==> config.mk <==
export PLATFORM = sky130hd
export DESIGN_NAME = pci_err_report
export DESIGN_NICKNAME = d
export VERILOG_FILES = /design/src/rtl/pci_err_pkg.sv /design/src/rtl/err_cmd_reg.sv /design/src/rtl/err_sticky_bit.sv /design/src/rtl/err_pulse_gen.sv /design/src/rtl/pci_err_report.sv
export SDC_FILE = /design/constraint.sdc
export NUM_CORES = 1
export LEC_CHECK = 0
export BUFFER_PORTS_ARGS = -buffer_cell sky130_fd_sc_hd__buf_4
export CORE_MARGIN = 2
export CORE_UTILIZATION = 40
export DETAILED_ROUTE_END_ITERATION = 16
export GPL_ROUTABILITY_DRIVEN = 0
export PLACE_DENSITY = 0.72
export SKIP_LAST_GASP = 1
export SYNTH_ARGS = -nofsm -noshare
export SYNTH_HDL_FRONTEND = slang
export SYNTH_SLANG_ARGS = --single-unit
==> constraint.sdc <==
create_clock -name clk -period 3.05 [get_ports clk]
set_input_delay 0.7625 -clock clk [delete_from_list [all_inputs] [get_ports clk]]
set_output_delay 0.7625 -clock clk [all_outputs]
set_load 0.005 [all_outputs]
==> src/rtl/pci_err_pkg.sv <==
package pci_err_pkg;
  localparam int REG_W   = 8;
  localparam int N_STICK = 4;

  // command register bit positions
  localparam int CMD_TA = 7;
  localparam int CMD_PW = 6;
  localparam int CMD_RP = 5;
  localparam int CMD_AP = 4;
  localparam int CMD_PE = 3;
  localparam logic [REG_W-1:0] CMD_MASK = 8'hF8;

  // status flag positions, index k of the sticky array
  localparam int ST_POS [N_STICK] = '{6, 5, 4, 0};

  typedef struct packed {
    logic tgt_abort;
    logic perr_wr;
    logic rd_par;
    logic addr_par;
    logic shutdown;
  } err_ev_t;

  function automatic logic serr_cause(logic [REG_W-1:0] cmd, logic glb, err_ev_t ev);
    logic any;
    any = (ev.tgt_abort & cmd[CMD_TA]) | (ev.perr_wr & cmd[CMD_PW]) |
          (ev.rd_par & cmd[CMD_RP]) | (ev.addr_par & cmd[CMD_AP]);
    return glb & any;
  endfunction

  function automatic logic perr_cause(logic [REG_W-1:0] cmd, logic glb, err_ev_t ev);
    return glb & cmd[CMD_PE] & ev.rd_par;
  endfunction

  function automatic logic [N_STICK-1:0] stick_src(err_ev_t ev);
    return {ev.shutdown, ev.addr_par, ev.rd_par, ev.perr_wr};
  endfunction
endpackage

==> src/rtl/err_cmd_reg.sv <==
module err_cmd_reg
  import pci_err_pkg::*;
(
  input  logic             clk,
  input  logic             rst_n,
  input  logic             wr_en,
  input  logic [REG_W-1:0] wdata,
  output logic [REG_W-1:0] cmd_q
);
  always_ff @(posedge clk or negedge rst_n) begin
    if (!rst_n)     cmd_q <= '0;
    else if (wr_en) cmd_q <= wdata & CMD_MASK;
  end
endmodule

==> src/rtl/err_sticky_bit.sv <==
module err_sticky_bit (
  input  logic clk,
  input  logic rst_n,
  input  logic set_i,
  input  logic clr_i,
  output logic q
);
  // set has priority over a same-edge clear
  always_ff @(posedge clk or negedge rst_n) begin
    if (!rst_n) q <= 1'b0;
    else        q <= set_i | (q & ~clr_i);
  end
endmodule

==> src/rtl/err_pulse_gen.sv <==
module err_pulse_gen #(
  parameter int N = 3
) (
  input  logic         clk,
  input  logic         rst_n,
  input  logic [N-1:0] req,
  output logic [N-1:0] pulse_q
);
  always_ff @(posedge clk or negedge rst_n) begin
    if (!rst_n) pulse_q <= '0;
    else        pulse_q <= req;
  end
endmodule

==> src/rtl/pci_err_report.sv <==
module pci_err_report
  import pci_err_pkg::*;
(
  input  logic             clk,
  input  logic             rst_n,
  input  logic             ev_tgt_abort,
  input  logic             ev_perr_wr,
  input  logic             ev_rd_par,
  input  logic             ev_addr_par,
  input  logic             ev_shutdown,
  input  logic             glb_serr_en,
  input  logic             glb_par_chk_en,
  input  logic             shutdown_init_en,
  input  logic             cfg_wr,
  input  logic             cfg_sel,
  input  logic [REG_W-1:0] cfg_wdata,
  output logic [REG_W-1:0] cfg_rdata,
  output logic             serr_n,
  output logic             perr_n,
  output logic             init_req
);
  localparam int N_OUT = 3;

  err_ev_t          ev;
  logic [REG_W-1:0] cmd_q;
  logic [REG_W-1:0] stat_q;
  logic             cmd_wr, stat_wr;
  logic             serr_hit, perr_hit, init_hit;
  logic [N_STICK-1:0] set_vec, clr_vec, bit_q;
  logic [N_OUT-1:0]   pulse_q;

  assign ev      = '{tgt_abort: ev_tgt_abort, perr_wr: ev_perr_wr, rd_par: ev_rd_par,
                     addr_par: ev_addr_par, shutdown: ev_shutdown};
  assign cmd_wr  = cfg_wr & ~cfg_sel;
  assign stat_wr = cfg_wr & cfg_sel;

  err_cmd_reg i_cmd (
    .clk(clk), .rst_n(rst_n), .wr_en(cmd_wr), .wdata(cfg_wdata), .cmd_q(cmd_q)
  );

  // named cause wires
  assign serr_hit = serr_cause(cmd_q, glb_serr_en, ev);
  assign perr_hit = perr_cause(cmd_q, glb_par_chk_en, ev);
  assign init_hit = ev_shutdown & shutdown_init_en;

  assign set_vec = stick_src(ev);

  for (genvar k = 0; k < N_STICK; k++) begin : g_stick
    assign clr_vec[k] = stat_wr & cfg_wdata[ST_POS[k]];
    err_sticky_bit i_bit (
      .clk(clk), .rst_n(rst_n), .set_i(set_vec[k]), .clr_i(clr_vec[k]), .q(bit_q[k])
    );
  end

  always_comb begin
    stat_q = '0;
    for (int k = 0; k < N_STICK; k++) stat_q[ST_POS[k]] = bit_q[k];
  end

  err_pulse_gen #(.N(N_OUT)) i_pulse (
    .clk(clk), .rst_n(rst_n), .req({init_hit, perr_hit, serr_hit}), .pulse_q(pulse_q)
  );

  assign serr_n    = ~pulse_q[0];
  assign perr_n    = ~pulse_q[1];
  assign init_req  = pulse_q[2];
  assign cfg_rdata = cfg_sel ? stat_q : cmd_q;
endmodule

* Word-level counts from Yosys, hierarchy flattened
Index checks and enable logic that the tools add are counted.
** Cells by class
- $add $sub $neg :: 0
- $mul :: 0
- Divide/modulo/power cells :: 0
- $lt $le $gt $ge :: 0
- Equality and inequality tests :: 0
- Shift-type cells :: 0
- Multiplexer cells :: 1
- Bitwise operators :: 32
- Reduce and logical (&&, ||, !) cells :: 0
** Operator list (count)
- bitwise AND 1 bit :: 18
- two-way mux 8 bit :: 1
- inverter 1 bit :: 7
- OR 1 bit :: 7
** Storage, ports and cells
- Register bits :: 12
- Bits in latches :: 0
- Memory bits (writable) :: 0
- Bits in read-only memories :: 0
- Input bits :: 20
- Output and inout port bits :: 11
- Logic and storage cells :: 39
- Memories :: 0

* Longest topological paths before layout
Gate-level depths: netlist (run 1).
- Depth after elaboration :: 5
- Gate-level depth with buffers :: 3

* Cells and area by module
From an unflattened synthesis (run 1), not the netlist that was laid out.
** Second synthesis, totals
- Cells, all modules :: 50
- Area, all modules :: 586.8 um^2
** By module, submodules not included
- err_cmd_reg :: instances 1, cells each 14, area each 207.7 um^2
- pci_err_report :: instances 1, cells each 21, area each 158.9 um^2
- err_sticky_bit :: instances 4, cells each 3, area each 36.3 um^2
- err_pulse_gen :: instances 1, cells each 3, area each 75.1 um^2

* Worst setup path before layout (run 1)
No wires, ideal clock.
- Path type :: input-to-output
- From :: input port cfg_sel
- To :: output port cfg_rdata[4]
- Arrival time :: 1.272 ns
- Data required time :: 2.288 ns
- Slack :: 1.015 ns
- Stages :: 2
- Path buffers :: 1
- Cells stage by stage :: buf_2 > mux2_2
** Between the ends
- Longest elaborated chain between the ends :: 1
** RTL lines
- start: declaration :: RTL line pci_err_report.sv:15 : input logic cfg_sel,
- two-way mux 8 bit :: RTL line pci_err_report.sv:67 : assign cfg_rdata = cfg_sel ? stat_q : cmd_q;
- end: declaration :: RTL line pci_err_report.sv:17 : output logic [REG_W-1:0] cfg_rdata,
Every way passes these cells.

* Final worst setup path (run 1)
Ends and elaborated chain as after synthesis.

==> impl_metrics.csv, run 1 <==
group,metric,value,unit
run_status,status,"finished, final reports clean",
yosys,ys_ff_latch,12,
detailed_routing,first_iter_violations,4,
cts,cts_setup_buffers,0,
timing,finalClockSkew,0.00206,ns
power,power.density,494,nW/um2
timing,finalCritPeriodShare,70.6,%
setup_path,required,2.29,ns
cts,cts-resized-gates,0,
setup_path,critPathTopFamily,"multiplexers",
detailed_routing,via_per_inst,4.84,
detailed_routing,wl_per_cell,12.7,um
yosys,yosys_warnings,0,
floorplanning,dieWidth,41.2,um
global_route,grt_pass1_wl,1590,um
setup_path,cp-start-kind,"input port",
job,maxCapViolations,0,
cts,htree_levels,1,
cts,clkLatencyLatePin,0.27,ns
floorplanning,core,1300,um2
setup_path,worstSetupEndpointType,"output port",
finish,layout.nets,92,
global_route,grt_overflow,0,
detailed_routing,num_vias,416,
finish,final_common_cell,"buf_4",
floorplanning,die_h,41.2,um
setup_path,reg2reg_slack,2.23,ns
finish,fillers,113,
setup_path,path_common_cell,"buf_4",
finish,drive_gt1_share,54.9,%
placed_design,placed_cells,82,
timing,whs,0.321,ns
cts,cts_tree,"yes",
detailed_routing,drtPass1Iterations,4,
finish,layout.area.seq,300,um2
floorplanning,die-area,1700,um2
yosys,synth_area,554,um2
global_route,grt_max_degree,13,
timing,rsz0062_at_grt,"false",
detailed_routing,wl,1090,um
setup_path,critPathMaxFanout,11,
setup_path,r2r_end,"i_pulse.pulse_q[0]",
global_route,first_global_vias,367,
finish,area_growth,42.2,%
yosys,syn_area_per_cell,12.9,um2
timing,period_needed,2.15,ns
cts,ctsHoldBuffers,0,
cts,cts.sinks,12,
cts,clk_path_buf_depth,2,
floorplanning,rows,13,
power,p_leak,0.000383,uW
timing,hold_viol_final,0,
finish,finalInstanceArea,788,um2
timing,finalSetupTns,0,ns
timing,setup_viol,0,
setup_path,path_cells,"buf_4, mux2_2, buf_4",
floorplanning,start_util,42.6,%
finish,multiInputGateArea,230,um2
cts,cts_buffers,3,
finish,antenna_cells,0,
setup_path,r2r_cells,2,
floorplanning,pin_count,31,
yosys,ys_seq_area_share,54.2,%
yosys,synthCells,43,
timing,final_max_slew_viol_count,0,
detailed_routing,drc,0,
finish,stdcell_count,86,
min_path,worstHoldPathType,"in2async",
setup_path,crit_slowest_cell,"mux2_2",
setup_path,reg2reg_from,"i_cmd.cmd_q[6]",
setup_path,critPathKind,"in2out",
cts,root_buffer,"clkbuf_4",
power,ir_worst_vdd,337,uV
placed_design,dp_hpwl,828,um
setup_path,path_buf_inv,2,
detailed_routing,ant_nets,0,
cts,clk_transition_reported_paths,0.08,ns
global_route,grt.total_usage,14.7,%
setup_path,cp.arrival,1.39,ns
placed_design,io_buffers,26,
placed_design,placed_cell_area,752,um2
timing,fmax,0.464,GHz
finish,layout_common_cells,"26 x buf_4, 12 x dfrtp_1, 5 x mux2_4",
global_route,antenna_found_initial,0,
yosys,ys_types,15,
setup_path,critical_path.max_stage_delay,0.34,ns
[worst reg2reg max path, cell delays in order (launching register included)]
cell and delay, ns:
dfrtp_1 0.40, a22oi_1 0.20, a21boi_0 0.11
[logic make-up (layout without fill, tap and decap cells)]
kind of cell / count (synthesis) / in the layout / share of synthesized area, %
AOI/OAI and AO/OA: 7 / 7 / 9.48
buffers and inverters: 5 / 32 / 4.96
DFF: 12 / 12 / 54.2
muxes: 8 / 8 / 19.6
other: 1 / 2 / 0.677
and+or+nand+nor: 10 / 10 / 11.1
[final cells by class]
type | instances | share of cell area (%)
Tap cell | 15 | 2.38
Multi-Input combinational cell | 27 | 29.2
Inverter | 2 | 0.952
Timing Repair Buffer | 26 | 24.8
Sequential cell | 12 | 38.1
Clock buffer | 4 | 4.60
[state kept, by name, summed over array words and instances (netlist names)]
register,flops
i_pulse.pulse_q,3
g_stick.i_bit.q,4
i_cmd.cmd_q,5
[cells in the mapped netlist (all sizes together)]
master / instances / share of area, %
dfrtp: 12 / 54
mux2: 8 / 20
a21o: 4 / 5.4
nand3: 4 / 3.6
buf: 3 / 3.6
a22oi: 2 / 2.7
and2: 2 / 2.3
inv: 2 / 1.4
nor2b: 2 / 2.3
a21boi: 1 / 1.4
and2b: 1 / 1.8
and3: 1 / 1.1
conb: 1 / 0.68
[per-stage QoR]
stage	power, uW	util, %	setup slack (ns)
4_1_cts	395	60.6	0.887
3_5_place_dp	268	57.8	0.892
2_1_floorplan	225	-	1.02
3_3_place_gp	266	57.8	0.893
6_report	390	60.6	0.896
5_1_grt	408	60.6	0.871
[worst max path at each step]
stage,start,to,cells past startpoint
CTS,cfg_sel,cfg_rdata[4],3
global route,cfg_sel,cfg_rdata[4],3
global placement,cfg_sel,cfg_rdata[4],3
floorplan,cfg_sel,cfg_rdata[4],2
detailed placement,cfg_sel,cfg_rdata[4],3
finish,cfg_sel,cfg_rdata[4],3
[per-layer routing]
layer | track usage [%] | vias up | wire [um] | share of wire, %
met4 | 4.84 | 0 | 6 | 0.55
li1 | - | 201 | - | -
met3 | 4.89 | 2 | 73 | 6.7
met5 | 0 | - | 0 | 0
met1 | 21.3 | 199 | 472 | 43
met2 | 20.3 | 14 | 539 | 49
[where the power goes]
group | leakage, uW | total (uW) | switching (uW) | internal [uW]
sequential | 0.000135 | 185 | 9.98 | 175
combinational | 0.000227 | 79.4 | 25.4 | 54.0
clock | 0.0000210 | 126 | 53.4 | 72.4
total | 0.000383 | 390 | 88.8 | 301
Power figures use the tool's default switching activity.
==> run 2, diff against run 1 <==
- ABC_AREA: default -> 1
- clock period: 3.05 -> 2 ns (I/O delays scaled with it)
==> run 2 against run 1 <==
Net effect: clock power rose by 13%; synthesized cell count rose by 70%; global-route usage fell by 1.3 points; sequential share of layout area did not move; sequential cell count did not move; highest routed layer unchanged.
==> impl_metrics.csv, run 2 <==
group,metric,value,unit
run_status,status,"finished, final reports clean",
yosys,synthTopCellsByArea,"dfrtp_1 52%, nand2_1 16%, inv_1 8.5%, o21ai_1 5.2%, nor2_1 3.3%",
timing,finalCritPeriodShare,72.2,%
setup_path,r2r_cells,4,
timing,fmax,0.692,GHz
timing,rsz0062_at_grt,"false",
finish,largest_reg_flops,5,
yosys,synth_top_family_by_area,"simple AND/OR/NAND/NOR gates",
floorplanning,start_util,43.6,%
detailed_routing,wl_per_cell,9.30,um
detailed_routing,drtPass1Iterations,4,
timing,final_max_slew_viol_count,0,
setup_path,critical_path.max_stage_delay,0.15,ns
timing,hold_viol_final,0,
power,total_power,529,uW
yosys,syn_area_per_cell,7.87,um2
finish,fillers,129,
finish,layout.nets,122,
timing,period_needed,1.44,ns
timing,setup_viol,0,
floorplanning,rows,13,
cts,cts_setup_buffers,0,
setup_path,required,1.50,ns
placed_design,io_buffers,26,
floorplanning,dieWidth,41.9,um
placed_design,dp_hpwl,849,um
yosys,synthAdderAreaFrac,0,%
floorplanning,core,1320,um2
global_route,grt_overflow,0,
finish,layout_common_cells,"26 x buf_4, 25 x nand2_1, 13 x inv_1",
yosys,synth_area,574,um2
timing,finalClockSkew,0.00178,ns
detailed_routing,drc,0,
finish,area_growth,37.3,%
setup_path,crit_slowest_cell,"buf_4",
yosys,ys_seq_area_share,52.3,%
yosys,synth.largest_area_cell,"dfrtp_1",
yosys,ys_types,14,
finish,antenna_cells,0,
yosys,async_reset_ff_share,100,%
yosys,ys_ff_latch,12,
yosys,yosys_warnings,0,
detailed_routing,wl_met1,472,um
floorplanning,pin_count,31,
finish,final_common_cell,"buf_4",
detailed_routing,routed.top_layer,"met4",
floorplanning,die_h,41.9,um
setup_path,cp-start-kind,"input port",
cts,htree_levels,1,
setup_path,crit_start,"cfg_sel",
cts,ctsHoldBuffers,0,
finish,regMostFlops,"i_cmd.cmd_q",
detailed_routing,via_per_inst,4.32,
cts,cts-resized-gates,0,
power,power.density,672,nW/um2
detailed_routing,wl_met2,502,um
cts,cts.sinks,12,
cts,clkLatencyLatePin,0.26,ns
setup_path,critPathMaxFanout,9,
detailed_routing,first_iter_violations,11,
yosys,synthMostInstantiatedCell,"nand2_1",
cts,clk_path_buf_depth,2,
detailed_routing,wl,1070,um
cts,clk_transition_reported_paths,0.07,ns
global_route,grt.total_usage,13.4,%
power,ir_worst_vdd,424,uV
detailed_routing,wl_met3,80,um
power,p_leak,0.000457,uW
cts,cts_tree,"yes",
global_route,grt_pass1_wl,1790,um
floorplanning,die-area,1750,um2
setup_path,worstSetupEndpointType,"output port",
yosys,synthTopCellsByCount,"25 x nand2_1, 13 x inv_1, 12 x dfrtp_1",
yosys,synth-compound-area-share,8.28,%
setup_path,critPathKind,"in2out",
timing,whs,0.0578,ns
yosys,synth_edf_count,0,
yosys,yosys.area_share.simple,24.6,%
yosys,synthCells,73,
setup_path,cp.arrival,0.94,ns
yosys,synth_ff_type,"dfrtp_1",
global_route,grt_max_degree,13,
global_route,first_global_vias,449,
detailed_routing,ant_nets,0,
setup_path,path_cells,"buf_4, inv_4, nand2_1, nand2_1, buf_4",
timing,finalSetupTns,0,ns
cts,cts_buffers,3,
min_path,worstHoldPathType,"in2async",
setup_path,reg2reg_from,"i_cmd.cmd_q[6]",
yosys,synthXorXnorAreaFrac,0,%
job,maxCapViolations,0,
global_route,antenna_found_initial,0,
yosys,synth_mux_area_share,0,%
cts,root_buffer,"clkbuf_4",
detailed_routing,num_vias,497,
yosys,yosysTopAreaCellShare,52.3,%
finish,reg_top3,"i_cmd.cmd_q: 5 flops, g_stick.i_bit.q: 4 flops, i_pulse.pulse_q: 3 flops",
finish,drive_gt1_share,33.0,%
[run 2: changes by cell type in the layout (fill, tap and decap cells not counted), moves of 3 or more]
cell     before  now
nor2_1        0    5
mux2_2        3    0
mux2_4        5    0
o21ai_1       0    6
nand2_1       0   25
inv_1         2   13
nand3_1       4    1
a21o_1        4    1
[run 2: power by group]
| group | total [uW] | switching, uW | internal, uW |
|---|---|---|---|
| registers | 274 | 10.6 | 264 |
| logic | 112 | 51.6 | 60.3 |
| clock network | 143 | 73.6 | 69.5 |
[run 2: final timing paths]
path | slack [ns] | end
max in group asynchronous | 1.79 | i_pulse.pulse_q[1]
hold / removal | 0.06 | i_pulse.pulse_q[0]
setup reg to reg | 1.24 | i_pulse.pulse_q[0]
min in group clk | 0.42 | i_pulse.pulse_q[2]
setup / recovery | 0.56 | cfg_rdata[5]
hold reg to reg | 0.48 | g_stick[3].i_bit.q
[run 2: cell type report]
| cell class | count | area, um2 | area share (%) |
|---|---|---|---|
| clock buffers | 3 | 22.5 | 2.86 |
| well taps | 15 | 18.8 | 2.38 |
| repair buffers | 26 | 195 | 24.8 |
| multi-input cells | 45 | 196 | 24.9 |
| inverters | 14 | 55.1 | 6.98 |
| flip-flops and latches | 12 | 300 | 38.1 |
[run 2: critical path: cells and delay by family]
family,cells,cell delay (ns)
AND/OR/NAND/NOR,2,0.11
buffers and inverters,3,0.33
[run 2: cell families after synthesis]
logic type,count (synthesis)
AND/OR/NAND/NOR,34
other,1
buffers and inverters,17
flip-flops,12
AO/OA/AOI/OAI,9
[run 2: metal layers]
metal | up-vias | global-route usage [%]
li1 | 266 | -
met1 | 210 | 17.4
met2 | 19 | 21.6
met3 | 2 | 2.61
met4 | 0 | 5.81
met5 | - | 0
[run 2: through the flow]
stage          util, %  instance area, um2  worst slack [ns]  std cells
6_report          59.8                 788             0.556        115
5_1_grt           59.8                 788             0.518        115
4_1_cts           59.8                 788             0.553        115
3_5_place_dp      58.1                 766             0.556        112
3_3_place_gp      58.1                 766             0.553        112
2_1_floorplan        -                 578             0.721         74
